[src/rtl/scb_pkg.sv]
package scb_pkg;
    typedef logic [7:0] byte_t;

    typedef struct packed {
        byte_t shadow;
        byte_t active;
    } cell_t;
endpackage

[src/rtl/scb_decode.sv]
module scb_decode #(
    parameter int                 ADDR_W   = 12,
    parameter int                 NREG     = 8,
    parameter logic [ADDR_W-1:0]  REG_BASE = 12'h010,
    parameter logic [ADDR_W-1:0]  UPD_ADDR = 12'h005,
    parameter logic [7:0]         UPD_CODE = 8'h01,
    localparam int                IDX_W    = (NREG > 1) ? $clog2(NREG) : 1
) (
    input  logic              clk,
    input  logic              rst_n,
    input  logic              wr_en,
    input  logic [ADDR_W-1:0] addr,
    input  logic [7:0]        wr_data,
    output logic [NREG-1:0]   wr_hit,
    output logic              upd_fire,
    output logic              rd_valid,
    output logic [IDX_W-1:0]  rd_idx
);
    logic [ADDR_W-1:0] off;
    logic              in_win;

    always_comb begin
        off      = addr - REG_BASE;
        in_win   = (addr >= REG_BASE) && (off < ADDR_W'(NREG));
        rd_valid = in_win;
        rd_idx   = off[IDX_W-1:0];
        upd_fire = wr_en && (addr == UPD_ADDR) && (wr_data == UPD_CODE);
    end

    for (genvar i = 0; i < NREG; i++) begin : g_hit
        assign wr_hit[i] = wr_en && in_win && (off == ADDR_W'(i));
    end

    AST_HIT_ONEHOT: assert property (@(posedge clk) disable iff (!rst_n)
        $onehot0(wr_hit));
    AST_COMMIT_NOT_REG: assert property (@(posedge clk) disable iff (!rst_n)
        upd_fire |-> (wr_hit == '0));
endmodule

[src/rtl/scb_cell.sv]
module scb_cell
    import scb_pkg::*;
#(
    parameter logic  LIVE = 1'b0,
    parameter logic  ACLR = 1'b0,
    parameter byte_t RST  = 8'h00
) (
    input  logic  clk,
    input  logic  rst_n,
    input  logic  wr_hit,
    input  byte_t wr_data,
    input  logic  upd,
    input  byte_t done,
    output byte_t shadow_o,
    output byte_t active_o
);
    cell_t q, d;
    byte_t clr;

    always_comb begin
        clr = ACLR ? done : 8'h00;
        d   = q;
        if (wr_hit) d.shadow = wr_data;
        else        d.shadow = q.shadow & ~clr;
        if (LIVE && wr_hit) d.active = wr_data;
        else if (upd)       d.active = q.shadow & ~clr;
        else                d.active = q.active & ~clr;
    end

    always_ff @(posedge clk or negedge rst_n) begin
        if (!rst_n) q <= '{shadow: RST, active: RST};
        else        q <= d;
    end

    assign shadow_o = q.shadow;
    assign active_o = q.active;

    if (!ACLR) begin : g_plain
        AST_COMMIT_COPY: assert property (@(posedge clk) disable iff (!rst_n)
            upd |=> active_o == $past(shadow_o));
        if (!LIVE) begin : g_held
            AST_ACTIVE_HOLD: assert property (@(posedge clk) disable iff (!rst_n)
                !upd |=> $stable(active_o));
        end
    end
    if (LIVE) begin : g_live
        AST_LIVE_TAKE: assert property (@(posedge clk) disable iff (!rst_n)
            wr_hit |=> active_o == $past(wr_data));
    end
    if (ACLR) begin : g_aclr
        AST_WRITE_WINS: assert property (@(posedge clk) disable iff (!rst_n)
            wr_hit |=> shadow_o == $past(wr_data));
        AST_DONE_CLEARS: assert property (@(posedge clk) disable iff (!rst_n)
            !wr_hit |=> (shadow_o & $past(done)) == 8'h00);
        AST_ACT_CLEARS: assert property (@(posedge clk) disable iff (!rst_n)
            !(LIVE && wr_hit) |=> (active_o & $past(done)) == 8'h00);
    end
endmodule

[src/rtl/shadow_cfg_bank.sv]
module shadow_cfg_bank
    import scb_pkg::*;
#(
    parameter int                 ADDR_W    = 12,
    parameter int                 NREG      = 8,
    parameter logic [ADDR_W-1:0]  REG_BASE  = 12'h010,
    parameter logic [ADDR_W-1:0]  UPD_ADDR  = 12'h005,
    parameter logic [7:0]         UPD_CODE  = 8'h01,
    parameter logic [NREG-1:0]    LIVE_MASK = 8'h04,
    parameter logic [NREG-1:0]    ACLR_MASK = 8'h08,
    parameter logic [NREG*8-1:0]  RST_VALS  = 64'h7766_5544_0022_1100,
    localparam int                IDX_W     = (NREG > 1) ? $clog2(NREG) : 1
) (
    input  logic               clk,
    input  logic               rst_n,
    input  logic               wr_en,
    input  logic [ADDR_W-1:0]  addr,
    input  logic [7:0]         wr_data,
    output logic [7:0]         rd_data,
    input  logic [NREG*8-1:0]  done_i,
    output logic [NREG*8-1:0]  active_o
);
    logic [NREG-1:0] wr_hit;
    logic            upd_fire;
    logic            rd_valid;
    logic [IDX_W-1:0] rd_idx;
    byte_t           shadow_w [NREG];

    scb_decode #(
        .ADDR_W  (ADDR_W),
        .NREG    (NREG),
        .REG_BASE(REG_BASE),
        .UPD_ADDR(UPD_ADDR),
        .UPD_CODE(UPD_CODE)
    ) u_dec (
        .clk     (clk),
        .rst_n   (rst_n),
        .wr_en   (wr_en),
        .addr    (addr),
        .wr_data (wr_data),
        .wr_hit  (wr_hit),
        .upd_fire(upd_fire),
        .rd_valid(rd_valid),
        .rd_idx  (rd_idx)
    );

    for (genvar i = 0; i < NREG; i++) begin : g_reg
        scb_cell #(
            .LIVE(LIVE_MASK[i]),
            .ACLR(ACLR_MASK[i]),
            .RST (RST_VALS[8*i +: 8])
        ) u_cell (
            .clk     (clk),
            .rst_n   (rst_n),
            .wr_hit  (wr_hit[i]),
            .wr_data (wr_data),
            .upd     (upd_fire),
            .done    (done_i[8*i +: 8]),
            .shadow_o(shadow_w[i]),
            .active_o(active_o[8*i +: 8])
        );
    end

    always_comb begin
        rd_data = 8'h00;
        if (rd_valid) rd_data = shadow_w[rd_idx];
    end

    AST_UPD_READS_ZERO: assert property (@(posedge clk) disable iff (!rst_n)
        (addr == UPD_ADDR) |-> (rd_data == 8'h00));
    AST_NO_WRITE_NO_CHANGE: assert property (@(posedge clk) disable iff (!rst_n)
        (!wr_en && done_i == '0) |=> $stable(active_o));
endmodule

[config.mk]
export PLATFORM = sky130hd
export DESIGN_NAME = shadow_cfg_bank
export DESIGN_NICKNAME = d
export VERILOG_FILES = /design/src/rtl/scb_pkg.sv /design/src/rtl/scb_decode.sv /design/src/rtl/scb_cell.sv /design/src/rtl/shadow_cfg_bank.sv
export SDC_FILE = /design/constraint.sdc
export NUM_CORES = 1
export LEC_CHECK = 0
export CAP_MARGIN = 40
export CORE_UTILIZATION = 68
export DETAILED_ROUTE_END_ITERATION = 6
export DONT_BUFFER_PORTS = 1
export PLACE_DENSITY = 0.83
export RECOVER_POWER = 100
export SETUP_SLACK_MARGIN = 0.1
export SLEW_MARGIN = 40
export SYNTH_ARGS = -nofsm -noshare
export SYNTH_HDL_FRONTEND = slang
export SYNTH_SLANG_ARGS = --single-unit
[constraint.sdc]
create_clock -name clk -period 4 [get_ports clk]
set_clock_uncertainty 0.1 [all_clocks]
set_input_delay 0.2 -clock clk [delete_from_list [all_inputs] [get_ports clk]]
set_output_delay 0.2 -clock clk [all_outputs]
set_load 0.05 [all_outputs]
==> impl_metrics.env <==
export IMPL_synth_ff_type="dfrtp_1"
export IMPL_final_hold_violation_count=0
export IMPL_rsz0062_at_grt="false"
export IMPL_worst_slack_ns=1.29
export IMPL_hold_path_class="in -> reg"
export IMPL_cts_root_buf="clkbuf_8"
export IMPL_synth_top_cells_by_area="dfrtp_1 39%, dfstp_2 18%, mux2_2 17%"
export IMPL_grt_max_degree=129
export IMPL_crit_required_ns=4.29
export IMPL_avgSynthCellArea_sq_um=14.4
export IMPL_cp_top_family="simple AND/OR/NAND/NOR gates"
export IMPL_path_clk_slew_ns=0.06
export IMPL_synth_fa_ha_area_share_pct=0
export IMPL_antenna_found_initial=0
export IMPL_synthTopCellsByCount="88 x dfrtp_1, 88 x mux2_2, 40 x dfstp_2, 23 x mux2_1, 19 x nand3_1"
export IMPL_path_cells="dlygate4sd3_1 > nor3b_1 > and4_1 > nand2_1 > buf_4 > mux2_1"
export IMPL_final_cells=534
export IMPL_die_height_um=93.7
export IMPL_synth_edf_count=0
export IMPL_relSlewSlack_pct=-1.76
export IMPL_cp_max_fo=45
export IMPL_grtUsageTotal_pct=34.4
export IMPL_yosys_area_share_simple_pct=7.80
export IMPL_place_ws_ns=1.53
export IMPL_dp_cells=477
export IMPL_yosysTopAreaCell="dfrtp_1"
export IMPL_netlist_instances=396
export IMPL_slew_viol_final=9
export IMPL_crit_arrival_ns=3.00
export IMPL_wl_um=13700
export IMPL_diodes=0
export IMPL_port_buffers=0
export IMPL_criticalPathCategory="in -> reg"
export IMPL_tightest_slew_ns=1.51
export IMPL_layout_nets=503
export IMPL_ant_nets=0
export IMPL_syn_area_sq_mm=0.00571
export IMPL_grt_pass1_vias=3819
export IMPL_syn_nets=483
export IMPL_grt_pass1_wl_um=21500
export IMPL_fin_crit_sh_pct=67.9
export IMPL_clock_latency_ns=0.52
export IMPL_hold_ws_ns=0.122
export IMPL_outcome="complete, but fails checks"
export IMPL_ys_types=38
export IMPL_ctsResizeCount=0
export IMPL_timing_fmax_mhz=368
export IMPL_violations="capacitance limit, slew limit"
export IMPL_die_area_sq_mm=0.00877
export IMPL_max_cap_viol_count=2
export IMPL_met2_usage_pct=53.4
export IMPL_yosys_area_top_type_share_pct=38.6
export IMPL_ys_seq_elements=128
export IMPL_leakage_nw=3.00
export IMPL_n_fill_cell=415
export IMPL_synth_area_mux_share_pct=29.6
export IMPL_setup_viol_count_final=0
export IMPL_cts_htree_levels=4
export IMPL_synth_top_family_by_area="multiplexers"
export IMPL_overflow=0
export IMPL_pin_count=159
export IMPL_cts_sinks=128
export IMPL_min_period_ns=2.71
export IMPL_grt_most_used_layer="met2"
export IMPL_core_sq_mm=0.00818
export IMPL_slowest_stage="and4_1"
export IMPL_firstDrtPassIters=4
export IMPL_place_area_sq_mm=0.00574
export IMPL_p_per_area_mw_per_mm2=461
export IMPL_critPathMaxStageDelay_ns=0.74
export IMPL_die_w_um=93.7
export IMPL_synthToLayoutAreaGrowth_pct=15.0
export IMPL_cts_tree="built"
export IMPL_synth_warnings=0
export IMPL_grt_util_met3_pct=10.8
export IMPL_start_util_pct=69.9
export IMPL_cts_buffer_depth=2
export IMPL_grt_util_met1_pct=43.9
export IMPL_num_vias=3616
export IMPL_synth_xor_area_share_pct=0
export IMPL_postSynth_asyncResetShare_pct=100
export IMPL_startpoint_type="primary input"
export IMPL_ys_seq_area_share_pct=57.0
export IMPL_rows=33
export IMPL_peakVddDrop_v=0.000365
export IMPL_path_buf_inv=2
export IMPL_final_area_sq_mm=0.00657
export IMPL_drtIter0Drc=341
export IMPL_gp_congestion=0.834
export IMPL_vias_per_cell=6.77
export IMPL_wl_per_cell_um=25.6
export IMPL_synth_compound_area_share_pct=3.13
export IMPL_numCtsBuffers=17
export IMPL_worst_setup_path_end_kind="flop"
export IMPL_post_route_drc_count=0
export IMPL_dp_hpwl_um=7900
export IMPL_drive_above_1_share_pct=36.6
export IMPL_setup_tns_ns=0
## logic make-up (layout without fill, tap and decap cells)
| family | count (synthesis) | count (layout) |
|---|---|---|
| AOI/OAI and AO/OA | 33 | 33 |
| buffers and inverters | 27 | 60 |
| DFF | 128 | 128 |
| muxes | 135 | 135 |
| and+or+nand+nor | 73 | 73 |
## worst min-delay path, delay by kind of cell
family / cells / cell delay, ns
multiplexers: 1 / 0.28
AND/OR/NAND/NOR: 2 / 0.23
## layout by cell type, fill, tap and decap left out, types with 6 or more instances in the layout
cell type / synthesis / routed
nor2_1: 16 / 19
nand3_1: 19 / 19
mux2_2: 88 / 85
o21ai_0: 16 / 16
nand2_1: 5 / 6
mux2i_1: 8 / 8
nor2b_1: 9 / 9
mux4_2: 16 / 16
a31oi_1: 8 / 8
dfrtp_1: 88 / 88
a21oi_1: 8 / 8
clkbuf_16: 0 / 16
dfstp_1: 0 / 20
dfstp_2: 40 / 20
dlygate4sd3_1: 0 / 24
mux2_1: 23 / 26
## repair_timing
item / CTS / global route
hold endpoints to repair: 208 / 0
setup buffers: 0 / 0
hold buffers: 25 / 0
## layer usage
| layer | up-vias | wire [um] |
|---|---|---|
| met4 | 0 | 479 |
| met2 | 210 | 6740 |
| met1 | 1865 | 5060 |
| li1 | 1502 | - |
| met3 | 39 | 1400 |
| met5 | - | 0 |
## report_power, final
group	internal (W)	switching (W)
combinational	0.0000325	0.0000472
clock	0.00107	0.000575
sequential	0.00130	0.00000478
total	0.00240	0.000627
## final timing paths
path	start	end	slack (ns)	cells after the start
min reg2reg	g_reg[2].u_cell.shadow_o[1]	g_reg[2].u_cell.active_o[1]	0.42	2
max	addr[1]	g_reg[5].u_cell.active_o[5]	1.29	6
min	addr[1]	g_reg[6].u_cell.shadow_o[1]	0.12	3
max reg2reg	g_reg[2].u_cell.active_o[5]	g_reg[2].u_cell.active_o[5]	2.58	2
min in group asynchronous	rst_n	g_reg[5].u_cell.active_o[3]	0.21	2
max in group asynchronous	rst_n	g_reg[1].u_cell.shadow_o[2]	3.15	2
## area by class of cell
type / instances / area [sq um] / area share (%)
sequential: 128 / 3250 / 49.5
multi-input combinational: 241 / 2260 / 34.5
clock buffer: 21 / 459 / 6.99
timing repair buffer: 27 / 279 / 4.25
clock inverter: 11 / 178 / 2.71
tap: 105 / 131 / 2.00
inverter: 1 / 3.75 / 0.0572
## state kept, by name, indices dropped and copies added (netlist names)
signal and count:
g.u_cell.shadow_o 64, g.u_cell.active_o 64
## per-stage QoR
| step | total power, W | util [%] |
|---|---|---|
| 2_1_floorplan | 0.00136 | - |
| 3_3_place_gp | 0.00135 | 69.9 |
| 3_5_place_dp | 0.00135 | 70.2 |
| 4_1_cts | 0.00304 | 81.3 |
| 5_1_grt | 0.00310 | 80.3 |
| 6_report | 0.00303 | 80.3 |
Note: power is estimated with default switching activity, not from simulation.
